## src/rtl/pfd_lock_pkg.sv

```systemverilog
package pfd_lock_pkg;

  typedef enum logic [1:0] {
    PIN_LOCK = 2'b00,
    PIN_REF  = 2'b01,
    PIN_AUX  = 2'b10,
    PIN_MAIN = 2'b11
  } pin_sel_e;

  // Set wins over clear so an edge in the clearing cycle is not lost.
  function automatic logic next_flag(logic cur, logic set, logic clr);
    return set | (cur & ~clr);
  endfunction

  // Locked when the single-sided window spanned fewer reference edges than the limit.
  function automatic logic lock_verdict(int unsigned edges, int unsigned limit);
    return edges < limit;
  endfunction

endpackage

```

## src/rtl/edge_sync.sv

```systemverilog
module edge_sync #(
  parameter int   STAGES  = 2,
  parameter logic RST_VAL = 1'b1,
  parameter bit   FALLING = 1'b1
) (
  input  logic clk,
  input  logic rst_n,
  input  logic din,
  output logic lvl,
  output logic edge_o
);
  localparam int LAST = STAGES;

  logic [LAST:0] pipe;

  always_ff @(posedge clk) begin
    if (!rst_n) pipe <= {(LAST+1){RST_VAL}};
    else        pipe <= {pipe[LAST-1:0], din};
  end

  assign lvl = pipe[LAST-1];

  generate
    if (FALLING) begin : g_fall
      assign edge_o = pipe[LAST] & ~pipe[LAST-1];
    end else begin : g_rise
      assign edge_o = ~pipe[LAST] & pipe[LAST-1];
    end
  endgenerate
endmodule

```

## src/rtl/pfd_core.sv

```systemverilog
module pfd_core
  import pfd_lock_pkg::*;
#(
  parameter int LOCK_LIM = 1,
  localparam int CNT_W   = $clog2(LOCK_LIM + 1) + 1
) (
  input  logic clk,
  input  logic rst_n,
  input  logic en,
  input  logic ref_fall,
  input  logic fb_fall,
  input  logic ref_rise,
  output logic up,
  output logic dn,
  output logic meet,
  output logic locked
);
  localparam logic [CNT_W-1:0] CNT_MAX = {CNT_W{1'b1}};

  logic up_q, dn_q, both_q, lock_q;
  logic [CNT_W-1:0] cnt_q;
  logic both, clr, run;

  assign both = up_q & dn_q;
  assign clr  = both & ref_rise;
  assign meet = both & ~both_q;
  assign run  = (up_q ^ dn_q) & ref_rise & (cnt_q != CNT_MAX);

  always_ff @(posedge clk) begin
    if (!rst_n || !en) begin
      up_q   <= 1'b0;
      dn_q   <= 1'b0;
      both_q <= 1'b0;
      cnt_q  <= '0;
      lock_q <= 1'b0;
    end else begin
      up_q   <= next_flag(up_q, ref_fall, clr);
      dn_q   <= next_flag(dn_q, fb_fall, clr);
      both_q <= both;
      if (meet) begin
        cnt_q  <= '0;
        lock_q <= lock_verdict(32'(cnt_q), 32'(LOCK_LIM));
      end else if (run) begin
        cnt_q <= cnt_q + 1'b1;
      end
    end
  end

  assign up     = up_q;
  assign dn     = dn_q;
  assign locked = en ? lock_q : 1'b1;
endmodule

```

## src/rtl/pfd_lock_top.sv

```systemverilog
module pfd_lock_top
  import pfd_lock_pkg::*;
#(
  parameter int SYNC_STAGES = 2,
  parameter int LOCK_LIM    = 1,
  localparam int NDET       = 2
) (
  input  logic       clk,
  input  logic       rst_n,
  input  logic       ref_clk,
  input  logic       main_ref_div,
  input  logic       main_fb_div,
  input  logic       aux_ref_div,
  input  logic       aux_fb_div,
  input  logic       main_en,
  input  logic       aux_en,
  input  logic       tsel_wr,
  input  logic [1:0] tsel_in,
  output logic       main_up,
  output logic       main_dn,
  output logic       aux_up,
  output logic       aux_dn,
  output logic       lock_out
);
  // index 0 = main, 1 = auxiliary
  logic [NDET-1:0] ref_in, fb_in, en_v;
  logic [NDET-1:0] ref_lvl_v, fb_lvl_v, ref_fall_v, fb_fall_v;
  logic [NDET-1:0] up_v, dn_v, meet_v, lock_v;
  logic            ref_rise, ref_lvl_unused;
  pin_sel_e        sel_q;

  assign ref_in = {aux_ref_div, main_ref_div};
  assign fb_in  = {aux_fb_div,  main_fb_div};
  assign en_v   = {aux_en,      main_en};

  edge_sync #(.STAGES(SYNC_STAGES), .RST_VAL(1'b0), .FALLING(1'b0)) u_refclk (
    .clk(clk), .rst_n(rst_n), .din(ref_clk), .lvl(ref_lvl_unused), .edge_o(ref_rise));

  for (genvar g = 0; g < NDET; g++) begin : g_det
    edge_sync #(.STAGES(SYNC_STAGES), .RST_VAL(1'b1), .FALLING(1'b1)) u_ref (
      .clk(clk), .rst_n(rst_n), .din(ref_in[g]), .lvl(ref_lvl_v[g]), .edge_o(ref_fall_v[g]));
    edge_sync #(.STAGES(SYNC_STAGES), .RST_VAL(1'b1), .FALLING(1'b1)) u_fb (
      .clk(clk), .rst_n(rst_n), .din(fb_in[g]), .lvl(fb_lvl_v[g]), .edge_o(fb_fall_v[g]));
    pfd_core #(.LOCK_LIM(LOCK_LIM)) u_core (
      .clk(clk), .rst_n(rst_n), .en(en_v[g]),
      .ref_fall(ref_fall_v[g]), .fb_fall(fb_fall_v[g]), .ref_rise(ref_rise),
      .up(up_v[g]), .dn(dn_v[g]), .meet(meet_v[g]), .locked(lock_v[g]));
  end

  always_ff @(posedge clk) begin
    if (!rst_n)       sel_q <= PIN_LOCK;
    else if (tsel_wr) sel_q <= pin_sel_e'(tsel_in);
  end

  always_comb begin
    unique case (sel_q)
      PIN_LOCK: lock_out = &lock_v;
      PIN_REF:  lock_out = ref_lvl_v[0];
      PIN_AUX:  lock_out = fb_lvl_v[1];
      default:  lock_out = fb_lvl_v[0];
    endcase
  end

  assign main_up = up_v[0];
  assign main_dn = dn_v[0];
  assign aux_up  = up_v[1];
  assign aux_dn  = dn_v[1];
endmodule

```

## config.mk

```make
export PLATFORM = sky130hd
export DESIGN_NAME = pfd_lock_top
export DESIGN_NICKNAME = d
export VERILOG_FILES = /design/src/rtl/pfd_lock_pkg.sv /design/src/rtl/edge_sync.sv /design/src/rtl/pfd_core.sv /design/src/rtl/pfd_lock_top.sv
export SDC_FILE = /design/constraint.sdc
export NUM_CORES = 1
export LEC_CHECK = 0
export CAP_MARGIN = 20
export CORE_AREA = 2 2 46 48
export CTS_CLUSTER_DIAMETER = 200
export DETAILED_ROUTE_END_ITERATION = 8
export DIE_AREA = 0 0 48 50
export DONT_BUFFER_PORTS = 1
export PLACE_DENSITY = 0.72
export SETUP_SLACK_MARGIN = 0.4
export SYNTH_ARGS = -nofsm -noshare
export SYNTH_HDL_FRONTEND = slang
export SYNTH_HIERARCHICAL = 1
export SYNTH_SLANG_ARGS = --single-unit
```

## constraint.sdc

```tcl
create_clock -name clk -period 1.3 [get_ports clk]
set_input_delay 0.26 -clock clk [delete_from_list [all_inputs] [get_ports clk]]
set_output_delay 0.26 -clock clk [all_outputs]
set_load 0.01 [all_outputs]
```

* Yosys cells after proc, flatten, opt, wreduce, memory -nomap -nowiden
Index checks and enable logic that the tools add are counted.
** Word-level totals
- Bits in registers :: 29
- Input port bits :: 12
- Output and inout port bits :: 5
- Logic and storage cells :: 70
** Operators by class
- Add/sub/neg operators :: 2
- Magnitude comparators :: 2
- Equal/unequal tests :: 4
- Muxes and demuxes :: 3
- Bitwise gates (word level) :: 34
- Reductions and logical operators :: 9
** Operators by type and width (number)
- $and 1x1->1 :: 19
- $not 1->1 :: 9
- $add 2x1->2 const B :: 2
- $lt 2x1->1 const B :: 2
- $ne 2x2->1 const B :: 2
- $or 1x1->1 :: 4
- $reduce_or 2->1 :: 2
- $logic_not 1->1 :: 3
- $pmux 1 s3 :: 1
- $eq 2x1->1 const B :: 1
- $eq 2x2->1 const B :: 1
- $logic_not 2->1 :: 1
- $logic_or 1x1->1 :: 2
- $mux 1 :: 2
- $reduce_and 2->1 :: 1
- $xor 1x1->1 :: 2

* Depth between registers and ports, before layout
- Word-level depth :: 6
- Depth in mapped cells :: 4
- Depth with buffers taken out :: 4

* By module
The synthesis kept the hierarchy.
** By module, submodules not included
- pfd_core :: times used 2, cells an instance 28, area each 271.5 um^2, seq. area each 120.1 um^2
- edge_sync (g_det[0].u_fb ...) :: times used 4, cells an instance 7, area each 85.1 um^2, seq. area each 60.1 um^2
- pfd_lock_top :: times used 1, cells an instance 8, area each 101.3 um^2, seq. area each 40.0 um^2
- edge_sync (u_refclk) :: times used 1, cells an instance 7, area each 92.6 um^2, seq. area each 60.1 um^2

* Worst setup path before layout
Ideal clock, no wire load.
- Path type :: register to output
- Start point :: register g_det[0].u_core.lock_q
- End point :: output lock_out
- Arrival time :: 1014 ps
- Slack :: 26 ps
- Stages on the path, launching flop included :: 4
- Buffers on the path :: 0
- Cell sequence :: dfxtp_1 nand2b_1 and2_0 mux4_2
** Between the ends
- Longest elaborated chain between the ends :: 3
** RTL lines
- start: declaration :: RTL line pfd_core.sv:20 : logic up_q, dn_q, both_q, lock_q;
- start signal: assignment :: RTL line pfd_core.sv:42 : lock_q <= lock_verdict(32'(cnt_q), 32'(LOCK_LIM));
- $mux 1 :: RTL line pfd_core.sv:51 : assign locked = en ? lock_q : 1'b1;
- via lock_v[0] :: RTL line pfd_lock_top.sv:28 : logic [NDET-1:0] up_v, dn_v, meet_v, lock_v;
- $reduce_and 2->1 :: RTL line pfd_lock_top.sv:57 : PIN_LOCK: lock_out = &lock_v;
- $pmux 1 s3 :: RTL line pfd_lock_top.sv:56 : unique case (sel_q)
- end: declaration :: RTL line pfd_lock_top.sv:23 : output logic lock_out
The timed path passes the listed nets, and every way through them passes these cells.

* Worst setup path in the final report
- Start point :: register g_det[1].u_core.lock_q
- End point :: output lock_out
** Between the ends
- Longest elaborated chain between the ends :: 3
** RTL lines (RTL line)
- start: declaration :: pfd_core.sv:20
- start signal: assignment :: pfd_core.sv:42
- $mux 1 :: pfd_core.sv:51
- via lock_v[1] :: pfd_lock_top.sv:28
- $reduce_and 2->1 :: pfd_lock_top.sv:57
- $pmux 1 s3 :: pfd_lock_top.sv:56
The timed path passes the listed nets, and every way through them passes these cells.

==> out/results.ini <==
[outcome]
status = finished with violations
violations = negative setup slack

[critical_path]
crit_path_max_incr_delay_ps = 490
path_max_fanout = 2
endpoint_kind = output pin
worstPathCellList = nand2b_4 > and2_4 > mux4_2
critPathTopFamily = multiplexers
start_kind = flop
path_buf_inv = 0
criticalPathCategory = reg2out
cp_slowest_cell = mux4_2
cp_data_required_time_ps = 1040
cp_data_arrival_time_ps = 1410

[logic_synthesis]
synth_cell_types = 17
syn_area_um2 = 1080
yosys.area_share.simple = 0.266
ys_ff_latch = 29
synth_xor_area_frac = 0.0163
syn_nets = 117
seq_area_frac_synth = 0.539
synth-warning-count = 6
synth_mux_area_frac = 0.0767
syn_inst = 99
synthAdderAreaFrac = 0.0697
syn_avg_cell_area_um2 = 10.9
synth_top_family_by_area = simple AND/OR/NAND/NOR gates
synth_compound_area_frac = 0.0186

[floorplan]
ios = 17
die_h_um = 50
core_area_um2 = 1900
row_count = 16
dieArea_um2 = 2400
start_util = 0.566
die_w_um = 48

[place]
place_inst = 126
place_congestion = 0.687
port-buffer-count = 0
hpwl_um = 1040
post-place-ws_ps = -27.9

[layout]
layout_common_cells = dfxtp_1, nand2b_1, nor2_1
nets = 131
drive_above_1_share = 0.298
area_growth_pct = 23.8
mostFrequentLayoutCell = dfxtp_1
n_antenna_cell = 0
layout.cells.non_filler = 141

[clock_tree]
cts_tree = yes
insertion_delay_ps = 330
cts-root-buf = clkbuf_4
cts.path.max_buffers = 2
cts.sinks = 29
htree_levels = 2
path_clk_slew_ps = 90
cts-buffers-inserted = 5

[drt]
wl_per_cell_um = 12.2
firstDrtPassIters = 3
vias = 672
drt_iter0_drc = 5
drc = 0
drt_wl_total_um = 1720
ant_nets = 0
vias_per_cell = 4.77

[timing]
period_share = 1.29
period_needed_ps = 1670
fmax_ghz = 0.598
rsz0062_at_grt = yes
relSlewSlack = 0.721
finalWorstSetupSlack_ps = -373
drv_slew = 0
tightest_slew_ps = 418
setup_viol_count_final = 1
fin_skew_ps = 11.0
finalHoldViolCount = 0

[power]
pwr_density_cell_nw_per_um2 = 1130
ir_drop_uv = 865
p_leak_nw = 0.551

[grt]
overflow = 0
grt_pass1_wl_um = 2660
grt_pass1_vias = 656
grtUsageTotal = 0.170
grt_max_degree = 12
antenna_found_initial = 0

[job]
drv_cap = 0

[min_path]
hp-class = in2reg

[cell type report]
cell class	count	area, um2
clock buffer	8	48.8
tap	27	33.8
inverter	4	15.0
timing repair buffer	7	75.1
multi-input combinational	66	562
sequential	29	599
fill	149	568
[logic make-up (layout without fill, tap and decap cells)]
| kind of cell | count (synthesis) | in the layout |
|---|---|---|
| XOR/XNOR | 2 | 2 |
| buffers and inverters | 4 | 19 |
| multiplexers | 7 | 7 |
| AO/OA/AOI/OAI | 4 | 4 |
| flip-flops | 29 | 29 |
| AND/OR/NAND/NOR | 47 | 47 |
| adder cells (fa/ha/maj) | 6 | 6 |
[Yosys cell counts]
master	instances	area, um2
mux2i_1	6	60.1
a21oi_1	4	20.0
xnor2_1	2	17.5
or2_1	2	12.5
and3_2	2	15.0
and2_1	3	18.8
nand2b_1	14	87.6
ha_1	6	75.1
nand3b_1	2	15.0
and2_0	1	6.26
dfxtp_1	29	581
mux4_2	1	22.5
nor2b_4	3	41.3
nor2b_1	6	37.5
inv_1	4	15.0
nor2_1	10	37.5
nand2_1	4	15.0
[per-stage QoR]
step                TNS, ps  area [um2]  hold slack [ps]  utilization  power (W)
CTS                    -385        1290             19.1        0.678    0.00152
global placement      -10.7        1150              336        0.605   0.000996
floorplan                 0        1120              333            -   0.000986
detailed placement    -27.9        1150              338        0.605   0.000997
finish                 -373        1330             29.4        0.701    0.00151
global route           -410        1330             17.0        0.701    0.00157
[metal layers]
layer / track usage / vias to the layer above / routed length (um)
li1: - / 348 / -
met2: 0.238 / 13 / 863
met3: 0.0659 / 5 / 99
met4: 0.149 / 0 / 62
met1: 0.190 / 306 / 699
met5: 0 / - / 0
[state kept, by name, summed over array words and instances, names as in the netlist]
name and cells:
sel_q 2, g_det.u_core/dn 2, g_det.u_ref/pipe 6, g_det.u_core/both_q 2, g_det.u_core/lock_q 2, g_det.u_core/cnt_q 4
g_det.u_fb/pipe 6, u_refclk/pipe 3, g_det.u_core/up 2
[worst paths after layout]
check / endpoint / slack [ps] / cells past startpoint / start
setup reg to reg: g_det[0].u_core/cnt_q[1] / 190 / 4 / g_det[0].u_core/up
hold / removal: g_det[1].u_fb/pipe[0] / 30 / 1 / aux_fb_div
setup / recovery: lock_out / -370 / 3 / g_det[1].u_core/lock_q
hold reg to reg: g_det[0].u_ref/pipe[1] / 410 / 1 / g_det[0].u_ref/pipe[0]
[what timing repair did]
item                       CTS  global route
setup endpoints to repair   14            26
gates resized for setup     15             7
cloned                       0             0
hold buffers                 2             0
pin swaps                   12             5
hold endpoints to repair    11             0
setup buffers                2             3
[report_power, final]
group	switching (W)	total, W	internal, W
Combinational	0.0000317	0.0000790	0.0000473
Clock	0.000290	0.000505	0.000215
Sequential	0.0000141	0.000921	0.000907
Total	0.000336	0.00151	0.00117
Power figures use the tool's default switching activity.
